$ cat config.mk
export PLATFORM = sky130hd
export DESIGN_NAME = irq_cause_unit
export DESIGN_NICKNAME = d
export VERILOG_FILES = /design/src/rtl/irq_cause_pkg.sv /design/src/rtl/irq_cause_ctrl.sv /design/src/rtl/irq_cause_dpath.sv /design/src/rtl/irq_cause_unit.sv
export SDC_FILE = /design/constraint.sdc
export NUM_CORES = 1
export LEC_CHECK = 0
export BUFFER_PORTS_ARGS = -buffer_cell sky130_fd_sc_hd__buf_2
export CAP_MARGIN = 15
export CORE_ASPECT_RATIO = 0.9
export CORE_MARGIN = 1.5
export CORE_UTILIZATION = 34
export DETAILED_ROUTE_END_ITERATION = 7
export HOLD_SLACK_MARGIN = 0.03
export PLACE_DENSITY = 0.73
export SLEW_MARGIN = 25
export SYNTH_ARGS = -nofsm -noshare
export SYNTH_HDL_FRONTEND = slang
export SYNTH_HIERARCHICAL = 1
export SYNTH_SLANG_ARGS = --single-unit
$ cat constraint.sdc
create_clock -name clk -period 1.4 [get_ports clk]
set_input_delay 0.07 -clock clk [delete_from_list [all_inputs] [get_ports clk]]
set_output_delay 0.07 -clock clk [all_outputs]
set_load 0.1 [all_outputs]
$ cat src/rtl/irq_cause_pkg.sv
package irq_cause_pkg;
  // strobes from the bus decoder to the register datapath
  typedef struct packed {
    logic wrCause;
    logic wrMask;
    logic selCause;
    logic selMask;
  } regStrobe_t;
endpackage

$ cat src/rtl/irq_cause_ctrl.sv
module irq_cause_ctrl
  import irq_cause_pkg::*;
#(
  parameter int ADDR_W = 8,
  parameter logic [ADDR_W-1:0] CAUSE_OFS = 8'h50,
  parameter logic [ADDR_W-1:0] MASK_OFS = 8'h54
) (
  input  logic              busSel,
  input  logic              busWr,
  input  logic [ADDR_W-1:0] busAddr,
  output regStrobe_t        strb
);
  logic hitCause;
  logic hitMask;

  assign hitCause = busSel && (busAddr == CAUSE_OFS);
  assign hitMask  = busSel && (busAddr == MASK_OFS);

  always_comb begin
    strb.selCause = hitCause;
    strb.selMask  = hitMask;
    strb.wrCause  = hitCause && busWr;
    strb.wrMask   = hitMask && busWr;
  end
endmodule

$ cat src/rtl/irq_cause_dpath.sv
module irq_cause_dpath
  import irq_cause_pkg::*;
#(
  parameter int NUM_SRC = 7,
  parameter int DATA_W = 32,
  parameter int IDX_W = 3
) (
  input  logic               clk,
  input  logic               rstN,
  input  logic [NUM_SRC-1:0] evtIn,
  input  regStrobe_t         strb,
  input  logic [DATA_W-1:0]  busWdata,
  output logic [DATA_W-1:0]  busRdata,
  output logic [NUM_SRC-1:0] causeQ,
  output logic [NUM_SRC-1:0] maskQ,
  output logic               irqOut,
  output logic [IDX_W-1:0]   pendIdx,
  output logic               pendValid
);
  logic [NUM_SRC-1:0] causeNext;
  logic [NUM_SRC-1:0] pending;

  // per-bit next state: a live event outranks the software value
  for (genvar b = 0; b < NUM_SRC; b++) begin : g_causeBit
    assign causeNext[b] = evtIn[b] ? 1'b1
                        : (strb.wrCause ? busWdata[b] : causeQ[b]);
  end

  always_ff @(posedge clk or negedge rstN) begin
    if (!rstN) begin
      causeQ <= '0;
      maskQ  <= '0;
      irqOut <= 1'b0;
    end else begin
      causeQ <= causeNext;
      if (strb.wrMask) maskQ <= busWdata[NUM_SRC-1:0];
      irqOut <= |pending;
    end
  end

  assign pending = causeQ & maskQ;

  // highest index wins: later iterations overwrite earlier ones
  always_comb begin
    pendIdx   = '0;
    pendValid = 1'b0;
    for (int i = 0; i < NUM_SRC; i++) begin
      if (pending[i]) begin
        pendIdx   = IDX_W'(i);
        pendValid = 1'b1;
      end
    end
  end

  always_comb begin
    busRdata = '0;
    if (strb.selCause)     busRdata = DATA_W'(causeQ);
    else if (strb.selMask) busRdata = DATA_W'(maskQ);
  end
endmodule

$ cat src/rtl/irq_cause_unit.sv
module irq_cause_unit
  import irq_cause_pkg::*;
#(
  parameter int NUM_SRC = 7,
  parameter int DATA_W = 32,
  parameter int ADDR_W = 8,
  parameter logic [ADDR_W-1:0] CAUSE_OFS = 8'h50,
  parameter logic [ADDR_W-1:0] MASK_OFS = 8'h54,
  localparam int IDX_W = (NUM_SRC > 1) ? $clog2(NUM_SRC) : 1
) (
  input  logic               clk,
  input  logic               rstN,
  input  logic [NUM_SRC-1:0] evtIn,
  input  logic               busSel,
  input  logic               busWr,
  input  logic [ADDR_W-1:0]  busAddr,
  input  logic [DATA_W-1:0]  busWdata,
  output logic [DATA_W-1:0]  busRdata,
  output logic               irqOut,
  output logic [IDX_W-1:0]   pendIdx,
  output logic               pendValid
);
  regStrobe_t         strb;
  logic [NUM_SRC-1:0] causeQ;
  logic [NUM_SRC-1:0] maskQ;

  irq_cause_ctrl #(
    .ADDR_W(ADDR_W), .CAUSE_OFS(CAUSE_OFS), .MASK_OFS(MASK_OFS)
  ) u_ctrl (
    .busSel(busSel), .busWr(busWr), .busAddr(busAddr), .strb(strb)
  );

  irq_cause_dpath #(
    .NUM_SRC(NUM_SRC), .DATA_W(DATA_W), .IDX_W(IDX_W)
  ) u_dpath (
    .clk(clk), .rstN(rstN), .evtIn(evtIn), .strb(strb),
    .busWdata(busWdata), .busRdata(busRdata),
    .causeQ(causeQ), .maskQ(maskQ), .irqOut(irqOut),
    .pendIdx(pendIdx), .pendValid(pendValid)
  );
endmodule

# ---- After elaboration in Yosys (flattened, before gate mapping)
# Cells that the tools add are included.
dict set report word_totals {
  word_cells 53
  register_bits 15
  output_inout_bits 37
}
dict set report classes {
  eq_ne 2
  bitwise_logic 1
  muxes 29
  reduce_logical 12
}
# op n
set ops {}
lappend ops {{$mux 32} 1}
lappend ops {{$mux 1} 22}
lappend ops {{$eq 8x7->1 const B} 2}
lappend ops {{$reduce_bool 2->1} 7}
lappend ops {{$mux 3} 3}
lappend ops {{$and 7x7->7} 1}
lappend ops {{$mux 7} 1}
lappend ops {{$reduce_or 7->1} 1}
lappend ops {{$logic_and 1x1->1} 4}
lappend ops {{$mux 2} 2}

# ---- Longest topological paths before layout
dict set report logic_depth {
  ltp_word 8
  ltp_mapped 6
}

# ---- Hierarchy
# The synthesis kept the hierarchy.
# module area_each_um2 cells_each n_inst seq_area_each_um2
set by_module_without_submodules {}
lappend by_module_without_submodules {irq_cause_dpath 947.2 92 1 375.4}
lappend by_module_without_submodules {irq_cause_ctrl 70.1 10 1 0.0}

# ---- Least setup slack after synthesis
# No wires, ideal clock.
dict set report synth_timing {
  path_type {input -> output}
  start {in busAddr[1]}
  end {out busRdata[1]}
  path_stages 5
  path_buffers 1
  setup_slack_ns -1.694
  arrival_ns 3.024
  t_required_ns 1.330
  cell_sequence {or4b_4 nor3_1 buf_4 nand2_1 o21ai_0}
}
dict set report synth_via {
  elab_chain_len 4
  elab_cells_between_ends 6
  classes_between {2 x eq/ne; 2 x mux; 2 x reduce/logical}
}
# element line
set synth_lines {}
lappend synth_lines {{start: declaration} irq_cause_unit.sv:16} ;# input logic [ADDR_W-1:0] busAddr,
lappend synth_lines {{$eq 8x7->1} irq_cause_ctrl.sv:17} ;# assign hitMask = busSel && (busAddr == MASK_OFS);
lappend synth_lines {{$logic_and 1x1->1} irq_cause_ctrl.sv:17}
lappend synth_lines {{named net u_ctrl.hitMask} irq_cause_ctrl.sv:14} ;# logic hitMask;
lappend synth_lines {{$mux 7} irq_cause_dpath.sv:58} ;# else if (strb.selMask) busRdata = DATA_W'(maskQ);
lappend synth_lines {{$mux 32} irq_cause_dpath.sv:57} ;# if (strb.selCause) busRdata = DATA_W'(causeQ);
lappend synth_lines {{end: declaration} irq_cause_unit.sv:18} ;# output logic [DATA_W-1:0] busRdata,
# The timed path passes the listed nets, and every way through them passes these cells.

==> reports/results.tsv <==
metric	value	unit
status	finished with violations	
failing checks	setup timing	
die area	3330	um2
clock tree buffer depth	2	
Syn. warnings	6	
CTS Sinks	15	
1st-pass router iterations	4	
Crit. End Element	output port	
crit path launch	busAddr[0]	
slowest CP cell	or4b_4	
Slew Limit Fails	0	
dpl ws	-248	ps
# rows	18	
synthesized flop and latch total	15	
most frequent cells in the layout	25 x buf_2, 25 x conb_1, 16 x buf_4	
# DRC	0	
final net count	228	
worst-path fanout max	5	
Post-Syn Instances	102	
initial antenna violation count	0	
Max Cap Viol	0	
WP data arrival	1560	ps
WL/cell	14.6	um
area grow syn2layout	91.6	%
All-Layer GR Usage	18.4	%
cell area after placement	1520	um2
largest delay contributor family on the critical path	simple AND/OR/NAND/NOR gates	
Final setup viols	23	
PwrDens	690	nW/um2
RSZ-0062 raised after global routing	true	
first-pass GRT wire length	4360	um
FILL cells	208	
final wirelength	3150	um
Final period util	116	%
share of layout cells above drive strength 1	61.4	%
Synth top area share	36.9	%
Worst-Skew Late Latency	290	ps
Setup crit start kind	input port	
DPL Wire Length	1970	um
Min-Delay Path Class	in -> async	
Distinct cells, synth	24	
Setup Crit Path Kind	in -> out	
ranking of synthesized cells by area	dfrtp_1 37%, buf_4 20%, mux2_2 7.7%, a22o_1 4.3%, a211o_2 3.9%	
post-route setup slack	-226	ps
Syn Area/Cell	9.97	um2
initial core utilization	36.4	%
CP peak stage delay	570	ps
largest net degree at the start of global routing	16	
H-tree levels	1	
DRT iter0 DRCs	22	
Root Buffer	clkbuf_4	
Max Clock Freq	615	MHz
Die Span Y	54.9	um
reg2reg setup slack	360	ps
core box area	2790	um2
Post-Syn Area	1020	um2
diode count	0	
CTS tree	built	
post-synth top area cell	dfrtp_1	
r2r startpoint	u_dpath/causeQ[4]$_DFFE_PN0P_	
Tmin final	1630	ps
Antenna Nets Post-Route	0	
GRT overflow	0	
vias in the first global route	941	
Final Hold Fails	0	
WP data required	1330	ps
IO Pins	88	
routability cong.	0.866	
Max VDD drop	427	uV
leakage power	0.950	nW
Fin Setup TNS	-3450	ps
crit path cell chain	buf_6, or4b_4, nor3_2, nor2b_4, a22o_4, buf_12	
clock-pin slew on the worst setup and hold paths	100	ps
vias post-DR	973	
CTS Buf Count	3	
Avg Vias per Cell	4.50	
# port buffers	37	
sequential share of the synthesized area	36.9	%
r2r worst-path depth	3	
post-layout util	69.8	%
Reg-to-Reg End	u_dpath/causeQ[4]$_DFFE_PN0P_	
clk_skew	6.03	ps
Buf+Inv Stages, Crit Path	2	
Die Span X	60.7	um
Final Instance Area	1950	um2
-- registers in the layout, indices dropped and copies added (netlist names) --
| signal | cells |
|---|---|
| u_dpath/causeQ | 7 |
| u_dpath/irqOut | 1 |
| u_dpath/maskQ | 7 |
-- final cells by class --
| type | count | area (um2) | share of cell area, % |
|---|---|---|---|
| Clock buffer | 3 | 22.5 | 1.16 |
| Clock inverter | 1 | 5.00 | 0.257 |
| Inverter | 2 | 7.51 | 0.385 |
| Multi-Input combinational cell | 79 | 741 | 38.0 |
| Sequential cell | 15 | 375 | 19.3 |
| Tap cell | 40 | 50.0 | 2.57 |
| Timing Repair Buffer | 76 | 748 | 38.4 |
-- cells by family after synthesis --
logic type      count (synthesis)  synth area share (%)
buf+inv                        32                  22.8
simple gates                   29                  17.6
compound gates                 18                  14.6
flops                          15                  36.9
mux                             7                  7.75
other cells                     1                 0.369
-- how the worst max path moves through the flow --
stage | cells past startpoint | slack [ps] | end
finish | 6 | -230 | busRdata[6]
global route | 6 | -240 | busRdata[6]
CTS | 6 | -150 | busRdata[6]
detailed placement | 5 | -250 | u_dpath/maskQ[0]$_DFFE_PN0P_
global placement | 6 | -190 | u_dpath/causeQ[6]$_DFFE_PN0P_
floorplan | 3 | -220 | pendValid
-- stage by stage --
stage / cells / hold slack (ps) / total power (W)
6_report: 216 / 212 / 0.00135
3_3_place_gp: 180 / -13.0 / 0.00103
2_1_floorplan: 126 / -226 / 0.000971
5_1_grt: 216 / 238 / 0.00140
3_5_place_dp: 180 / -0.299 / 0.00103
4_1_cts: 207 / 210 / 0.00133
-- where the power goes --
part	internal (W)	switching (W)	total, W
Combinational	0.000143	0.000491	0.000634
Clock	0.000106	0.000155	0.000262
Sequential	0.000443	0.00000714	0.000450
-- worst reg2reg max path: cells and delay by family (launching register included) --
family | cells | cell delay, ps
flops | 1 | 420
compound gates | 1 | 250
simple gates | 1 | 110
buf+inv | 1 | 150
-- timing repair --
item,4_1_cts,5_1_grt
buffers inserted,8,8
hold buffers,15,0
pin swaps,3,13
setup endpoints to repair,10,23
hold endpoints to repair,28,0
cloned,0,1
resized for setup,5,19
-- cells in the mapped netlist (all sizes together) --
cell	instances
a211o	7
a22o	5
a22oi	1
a31oi	1
a32o	1
and2	1
buf	30
conb	1
dfrtp	15
inv	2
mux2	7
nand2	10
nand3	2
nand4b	2
nand4bb	1
nor2b	8
nor3	2
nor4	2
o21ai	3
or4b	1
-- layer usage --
metal | share of wire, % | track usage (%) | vias to the layer above
met5 | 0 | 0 | -
met2 | 54 | 38.0 | 39
met1 | 41 | 18.8 | 474
met4 | 0.76 | 2.54 | 0
li1 | - | - | 456
met3 | 4.2 | 4.88 | 4
Power figures use the tool's default switching activity.
